### src/rtl/pgs_pkg.sv
package pgs_pkg;
  typedef enum logic [3:0] {
    S_IDLE, S_CHECK, S_TOGGLE, S_WAIT_PWR, S_CLK_ON, S_SETTLE, S_CLAMP,
    S_WAIT_CLAMP, S_RST_OFF, S_STEP, S_DONE, S_SUSPEND, S_RESUME
  } seq_state_e;

  typedef enum logic [1:0] {M_SINGLE, M_SUSPEND, M_RESUME} seq_mode_e;
endpackage

### src/rtl/pgs_timer.sv
module pgs_timer #(
  parameter int W = 8
) (
  input  logic         clk_i,
  input  logic         rst_ni,
  input  logic         load_i,
  input  logic [W-1:0] val_i,
  output logic         zero_o
);
  logic [W-1:0] cnt_q;

  always_ff @(posedge clk_i or negedge rst_ni) begin
    if (!rst_ni)            cnt_q <= '0;
    else if (load_i)        cnt_q <= val_i;
    else if (cnt_q != '0)   cnt_q <= cnt_q - 1'b1;
  end

  assign zero_o = (cnt_q == '0);
endmodule

### src/rtl/pgs_clamp_map.sv
module pgs_clamp_map #(
  parameter int N_PART = 5,
  parameter int IDX_W  = 3,
  parameter int SWAP_A = 1,
  parameter int SWAP_B = 2
) (
  input  logic [IDX_W-1:0]  part_i,
  output logic [N_PART-1:0] mask_o
);
  // bit b is driven by the partition that owns it after the pair swap
  for (genvar b = 0; b < N_PART; b++) begin : g_bit
    localparam int SRC = (b == SWAP_A) ? SWAP_B : (b == SWAP_B) ? SWAP_A : b;
    assign mask_o[b] = (part_i == IDX_W'(SRC));
  end
endmodule

### src/rtl/pgs_gate_seq.sv
module pgs_gate_seq
  import pgs_pkg::*;
#(
  parameter int                N_PART       = 5,
  parameter int                RST_DLY      = 16,
  parameter int                TIMEOUT      = 255,
  parameter logic [N_PART-1:0] RUNTIME_MASK = 5'b01011,
  parameter logic [N_PART-1:0] FORCE_MASK   = 5'b00111,
  parameter int                SWAP_A       = 1,
  parameter int                SWAP_B       = 2,
  localparam int               IDX_W        = (N_PART > 1) ? $clog2(N_PART) : 1
) (
  input  logic              clk_i,
  input  logic              rst_ni,
  input  logic              req_valid_i,
  output logic              req_ready_o,
  input  logic [IDX_W-1:0]  req_part_i,
  input  logic              req_on_i,
  input  logic              suspend_i,
  input  logic              resume_i,
  output logic              busy_o,
  output logic              done_o,
  output logic              err_o,
  input  logic [N_PART-1:0] pwr_status_i,
  output logic              toggle_valid_o,
  output logic [IDX_W-1:0]  toggle_part_o,
  output logic              clamp_valid_o,
  output logic [N_PART-1:0] clamp_mask_o,
  input  logic              clamp_busy_i,
  output logic [N_PART-1:0] part_rst_o,
  output logic [N_PART-1:0] part_clk_en_o
);
  localparam int CNT_W   = $clog2(N_PART + 1);
  localparam int EXT     = 2 ** IDX_W;
  localparam int TMR_MAX = (RST_DLY > TIMEOUT) ? RST_DLY : TIMEOUT;
  localparam int TMR_W   = $clog2(TMR_MAX + 1);

  seq_state_e        state_q;
  seq_mode_e         mode_q;
  logic [IDX_W-1:0]  part_q;
  logic              on_q;
  logic [CNT_W-1:0]  idx_q;
  logic [N_PART-1:0] mark_q, rst_q, clk_q;
  logic              err_q;
  logic [EXT-1:0]    rt_ext;
  logic              tmr_load, tmr_zero;
  logic [TMR_W-1:0]  tmr_val;
  logic              idle, at_end, pwr_ok;
  logic [IDX_W-1:0]  idx_part;

  assign rt_ext   = EXT'(RUNTIME_MASK);
  assign idle     = (state_q == S_IDLE);
  assign at_end   = (idx_q == CNT_W'(N_PART));
  assign idx_part = IDX_W'(idx_q);
  assign pwr_ok   = (pwr_status_i[part_q] == on_q);
  assign tmr_load = (state_q == S_TOGGLE) || (state_q == S_CLK_ON);
  assign tmr_val  = (state_q == S_TOGGLE) ? TMR_W'(TIMEOUT) : TMR_W'(RST_DLY);

  pgs_timer #(.W(TMR_W)) i_timer (
    .clk_i, .rst_ni, .load_i(tmr_load), .val_i(tmr_val), .zero_o(tmr_zero)
  );

  pgs_clamp_map #(.N_PART(N_PART), .IDX_W(IDX_W), .SWAP_A(SWAP_A), .SWAP_B(SWAP_B))
    i_clamp_map (.part_i(part_q), .mask_o(clamp_mask_o));

  always_ff @(posedge clk_i or negedge rst_ni) begin
    if (!rst_ni) begin
      state_q <= S_IDLE;
      mode_q  <= M_SINGLE;
      part_q  <= '0;
      on_q    <= 1'b0;
      idx_q   <= '0;
      mark_q  <= '0;
      rst_q   <= '0;
      clk_q   <= '0;
      err_q   <= 1'b0;
    end else begin
      unique case (state_q)
        S_IDLE: begin
          if (suspend_i) begin
            err_q <= 1'b0; mode_q <= M_SUSPEND; idx_q <= '0; state_q <= S_SUSPEND;
          end else if (resume_i) begin
            err_q <= 1'b0; mode_q <= M_RESUME; idx_q <= '0; state_q <= S_RESUME;
          end else if (req_valid_i) begin
            err_q  <= 1'b0;
            mode_q <= M_SINGLE;
            if (rt_ext[req_part_i]) begin
              part_q  <= req_part_i;
              on_q    <= req_on_i;
              state_q <= S_CHECK;
            end else begin
              state_q <= S_DONE;   // unsupported index: no side effects
            end
          end
        end
        S_SUSPEND: begin
          if (at_end) state_q <= S_DONE;
          else if (FORCE_MASK[idx_part] && pwr_status_i[idx_part]) begin
            mark_q[idx_part] <= 1'b1;
            part_q  <= idx_part;
            on_q    <= 1'b0;
            state_q <= S_CHECK;
          end else begin
            mark_q[idx_part] <= 1'b0;
            idx_q <= idx_q + 1'b1;
          end
        end
        S_RESUME: begin
          if (at_end) state_q <= S_DONE;
          else if (mark_q[idx_part]) begin
            part_q  <= idx_part;
            on_q    <= 1'b1;
            state_q <= S_CHECK;
          end else idx_q <= idx_q + 1'b1;
        end
        S_CHECK: begin
          if (pwr_ok) state_q <= S_STEP;
          else begin
            rst_q[part_q] <= 1'b1;
            state_q <= S_TOGGLE;
          end
        end
        S_TOGGLE: state_q <= S_WAIT_PWR;
        S_WAIT_PWR: begin
          if (pwr_ok) begin
            if (on_q) begin
              clk_q[part_q] <= 1'b1;
              state_q <= S_CLK_ON;
            end else state_q <= S_STEP;
          end else if (tmr_zero) begin
            err_q   <= 1'b1;
            state_q <= S_STEP;
          end
        end
        S_CLK_ON:  state_q <= S_SETTLE;
        S_SETTLE:  if (tmr_zero) state_q <= S_CLAMP;
        S_CLAMP:   state_q <= S_WAIT_CLAMP;
        S_WAIT_CLAMP: begin
          if (!clamp_busy_i) begin
            clk_q[part_q] <= 1'b0;
            state_q <= S_RST_OFF;
          end
        end
        S_RST_OFF: begin
          rst_q[part_q] <= 1'b0;
          state_q <= S_STEP;
        end
        S_STEP: begin
          if (mode_q == M_SINGLE) state_q <= S_DONE;
          else begin
            idx_q   <= idx_q + 1'b1;
            state_q <= (mode_q == M_SUSPEND) ? S_SUSPEND : S_RESUME;
          end
        end
        S_DONE:  state_q <= S_IDLE;
        default: state_q <= S_IDLE;
      endcase
    end
  end

  assign req_ready_o    = idle && !suspend_i && !resume_i;
  assign busy_o         = !idle;
  assign done_o         = (state_q == S_DONE);
  assign err_o          = err_q;
  assign toggle_valid_o = (state_q == S_TOGGLE);
  assign toggle_part_o  = part_q;
  assign clamp_valid_o  = (state_q == S_CLAMP);
  assign part_rst_o     = rst_q;
  assign part_clk_en_o  = clk_q;

  p_rst_before_toggle_r2: assert property (@(posedge clk_i) disable iff (!rst_ni)
    toggle_valid_o |-> part_rst_o[toggle_part_o]);
  p_toggle_pulse_r3: assert property (@(posedge clk_i) disable iff (!rst_ni)
    toggle_valid_o |=> !toggle_valid_o);
  p_clk_under_rst_r4: assert property (@(posedge clk_i) disable iff (!rst_ni)
    (|part_clk_en_o) |-> ((part_clk_en_o & part_rst_o) == part_clk_en_o));
  p_clamp_with_clk_r4: assert property (@(posedge clk_i) disable iff (!rst_ni)
    clamp_valid_o |-> ((clamp_mask_o != '0) && $onehot0(part_clk_en_o) && (|part_clk_en_o)));
  p_clamp_onehot_r5: assert property (@(posedge clk_i) disable iff (!rst_ni)
    clamp_valid_o |-> ($countones(clamp_mask_o) == 1));
  p_ready_idle_r10: assert property (@(posedge clk_i) disable iff (!rst_ni)
    req_ready_o |-> !busy_o);
  p_done_pulse_r1: assert property (@(posedge clk_i) disable iff (!rst_ni)
    done_o |=> !done_o);
endmodule

### config.mk
export PLATFORM = sky130hd
export DESIGN_NAME = pgs_gate_seq
export DESIGN_NICKNAME = d
export VERILOG_FILES = /design/src/rtl/pgs_pkg.sv /design/src/rtl/pgs_timer.sv /design/src/rtl/pgs_clamp_map.sv /design/src/rtl/pgs_gate_seq.sv
export SDC_FILE = /design/constraint.sdc
export NUM_CORES = 1
export LEC_CHECK = 0
export BUFFER_PORTS_ARGS = -buffer_cell sky130_fd_sc_hd__buf_2
export CORE_UTILIZATION = 57
export CTS_CLUSTER_DIAMETER = 200
export DETAILED_ROUTE_END_ITERATION = 16
export PLACE_DENSITY = 0.8
export SLEW_MARGIN = 15
export SYNTH_ARGS = -nofsm -noshare
export SYNTH_HDL_FRONTEND = slang
export SYNTH_SLANG_ARGS = --single-unit
### constraint.sdc
create_clock -name clk_i -period 3.3 [get_ports clk_i]
set_input_delay 0.165 -clock clk_i [delete_from_list [all_inputs] [get_ports clk_i]]
set_output_delay 0.165 -clock clk_i [all_outputs]
set_load 0.02 [all_outputs]
==> flow_metrics.env <==
export IMPL_reg2reg_depth=9
export IMPL_clk_latency_ns=0.30
export IMPL_dp_cells=341
export IMPL_post_cts_buffers=0
export IMPL_slowest_stage="mux4_2"
export IMPL_root_buffer="clkbuf_8"
export IMPL_overflow=0
export IMPL_finalCritPeriodShare_pct=82.7
export IMPL_crit_path_end_kind="register"
export IMPL_drv_slew=0
export IMPL_grt_first_pass_wirelength_um=8940
export IMPL_cts_sinks=37
export IMPL_hold_start="suspend_i"
export IMPL_finClkSkew_ns=0.0110
export IMPL_cts_path_max_buffers=2
export IMPL_synthArstFlopShare_pct=100
export IMPL_post_place_ws_ns=0.574
export IMPL_synth_top_area_cell="dfrtp_1"
export IMPL_via_per_inst=6.08
export IMPL_n_antenna_cell=0
export IMPL_cp_required_ns=3.49
export IMPL_gp_congestion=0.899
export IMPL_worst_pin_slew_ns=0.809
export IMPL_period_needed_ns=2.73
export IMPL_tns_ns=0
export IMPL_hold_violations=0
export IMPL_outcome="finished, final reports clean"
export IMPL_row_count=23
export IMPL_grt_max_degree=38
export IMPL_die_x_um=68.2
export IMPL_r2r_slack_ns=0.57
export IMPL_port_buffers=38
export IMPL_final_cell_mix="buf_2, dfrtp_1, a21oi_1, o21ai_0, nor2_1"
export IMPL_antenna_found_initial=0
export IMPL_wl_per_cell_um=15.7
export IMPL_synth_area_mm2=0.00250
export IMPL_path_cells="mux4_2 -> inv_1 -> o21ai_0 -> ha_1 -> nor2_1 -> a22oi_1 -> nor3_1 -> nand2_1 -> mux2_2"
export IMPL_synth_top_area_share_pct=37.0
export IMPL_grt_use_total_pct=26.0
export IMPL_ys_ff_latch=37
export IMPL_synth_edff_count=0
export IMPL_yosys_most_used_dff="dfrtp_1"
export IMPL_netlist_cell_type_count=58
export IMPL_max_slew_margin_rel_pct=46.1
export IMPL_cts_tree="built"
export IMPL_syn2layout_area_growth_pct=12.7
export IMPL_cts_buffers=5
export IMPL_setup_viol=0
export IMPL_dieArea_mm2=0.00465
export IMPL_routed_wl_um=5500
export IMPL_critPathMaxStageDelay_ns=0.53
export IMPL_hpwl_um=3990
export IMPL_leakagePower_nw=1.26
export IMPL_ioPinCount=39
export IMPL_arrival_ns=2.92
export IMPL_r2r_start="toggle_part_o[0]"
export IMPL_syn_inst=265
export IMPL_ys_seq_area_share_pct=37.0
export IMPL_vias=2127
export IMPL_drt_initial_drc_count=152
export IMPL_worstSetupPathType="reg -> reg"
export IMPL_layout_commonest_cell="buf_2"
export IMPL_start_util_pct=60.7
export IMPL_drc=0
export IMPL_coreArea_mm2=0.00412
export IMPL_final_cells=350
export IMPL_ys_warn_count=0
export IMPL_layout_setup_ws_ns=0.572
export IMPL_drv_cap=0
export IMPL_cts_clk_slew_worst_paths_ns=0.08
export IMPL_p_per_area_mw_per_mm2=986
export IMPL_syn_avg_cell_area_um2=9.43
export IMPL_drtPass1Iterations=4
export IMPL_drtAntennaViolNets=0
export IMPL_rsz0062_at_grt="no"
export IMPL_irDropWorstVdd_v=0.000467
export IMPL_fp_dieH_um=68.2
export IMPL_synth_area_leaders="dfrtp_1, a21oi_1, mux2_2, o21ai_0, ha_1"
export IMPL_cp_start_kind="register"
export IMPL_min_to="mode_q[1]"
export IMPL_final_core_util_pct=68.5
export IMPL_cp_max_fo=8
export IMPL_worstHoldPathType="in -> reg"
export IMPL_holdPathStages=2
export IMPL_nets=320
export IMPL_syn_nets=286
export IMPL_max_freq_ghz=0.367
export IMPL_drive_above_1_share_pct=25.7
export IMPL_grt_pass1_vias=1926
export IMPL_cts_htree_levels=2
export IMPL_fin_total_pwr_mw=2.78
## final cells by class
type	instances	area (um2)
Inverter	14	52.6
Clock buffer	5	68.8
Timing Repair Buffer	41	215
Tap cell	50	62.6
Sequential cell	37	926
Fill cell	306	1300
Clock inverter	3	46.3
Multi-Input combinational cell	200	1450
## critical path, delay by kind of cell, from the launching register on
family | cells | cell delay (ns)
AO/OA/AOI/OAI | 2 | 0.17
adder cells (fa/ha/maj) | 1 | 0.34
buffers and inverters | 1 | 0.07
flip-flops | 1 | 0.48
multiplexers | 2 | 0.83
AND/OR/NAND/NOR | 3 | 0.73
## stage by stage
stage          hold WS [ns]  instance area, um2
4_1_cts               0.132                2820
3_5_place_dp          0.308                2690
3_3_place_gp          0.308                2690
5_1_grt               0.143                2820
6_report              0.142                2820
2_1_floorplan        -0.131                2500
## synthesized netlist by cell type, types with 2 or more instances
cell type and number:
a211oi_1 2, a21oi_1 24, a221oi_1 2, a22o_1 2, a31oi_1 10, a41oi_1 3, and2_1 2, buf_2 6
buf_4 2, clkbuf_1 4, dfrtp_1 37, ha_1 6, inv_1 13, mux2_1 3, mux2_2 10, mux2_4 4
mux2i_1 6, nand2_1 15, nand2b_1 6, nand3_1 8, nand4b_1 2, nand4b_2 2, nor2_1 18, nor2b_1 6
nor3_1 13, nor3b_1 3, nor4_4 2, nor4b_1 2, o21ai_0 19, o41ai_1 2, or3_1 2, xnor2_1 3
## what timing repair did
| item | 4_1_cts | 5_1_grt |
|---|---|---|
| hold endpoints to repair | 32 | 0 |
| resized for setup | 0 | 0 |
| hold buffers | 1 | 0 |
## cells by family (layout without fill, tap and decap cells)
kind of cell | after synthesis | count (layout) | share of synthesized area (%)
muxes | 24 | 24 | 11.6
xor gates and xnor gates | 4 | 4 | 1.40
AOI/OAI and AO/OA | 74 | 74 | 19.5
buffers and inverters | 28 | 63 | 5.10
adders and majority gates | 6 | 6 | 3.00
and+or+nand+nor | 92 | 92 | 22.4
DFF | 37 | 37 | 37.0
## metal layers
layer	share of wire, %	vias up	track usage (%)
li1	-	1046	-
met1	45	1010	32.3
met2	49	61	43.5
met3	4.4	10	5.67
met4	1.8	0	10.2
met5	0	-	0
## where the power goes
part	switching [mW]	internal, mW	total [mW]
Clock	0.171	0.226	0.397
Combinational	0.818	0.631	1.45
Sequential	0.286	0.646	0.933
## how the worst max path moves through the flow
stage                          start       end  slack, ns  depth (start not counted)
detailed placement  toggle_part_o[1]  register       0.57                          9
CTS                 toggle_part_o[1]  register       0.55                          9
floorplan           toggle_part_o[2]  register       0.51                          9
global placement    toggle_part_o[0]  register       0.63                          9
finish              toggle_part_o[0]  register       0.57                          9
global route        toggle_part_o[2]  register       0.23                          9
No activity file was read; power rests on OpenSTA's default activity.
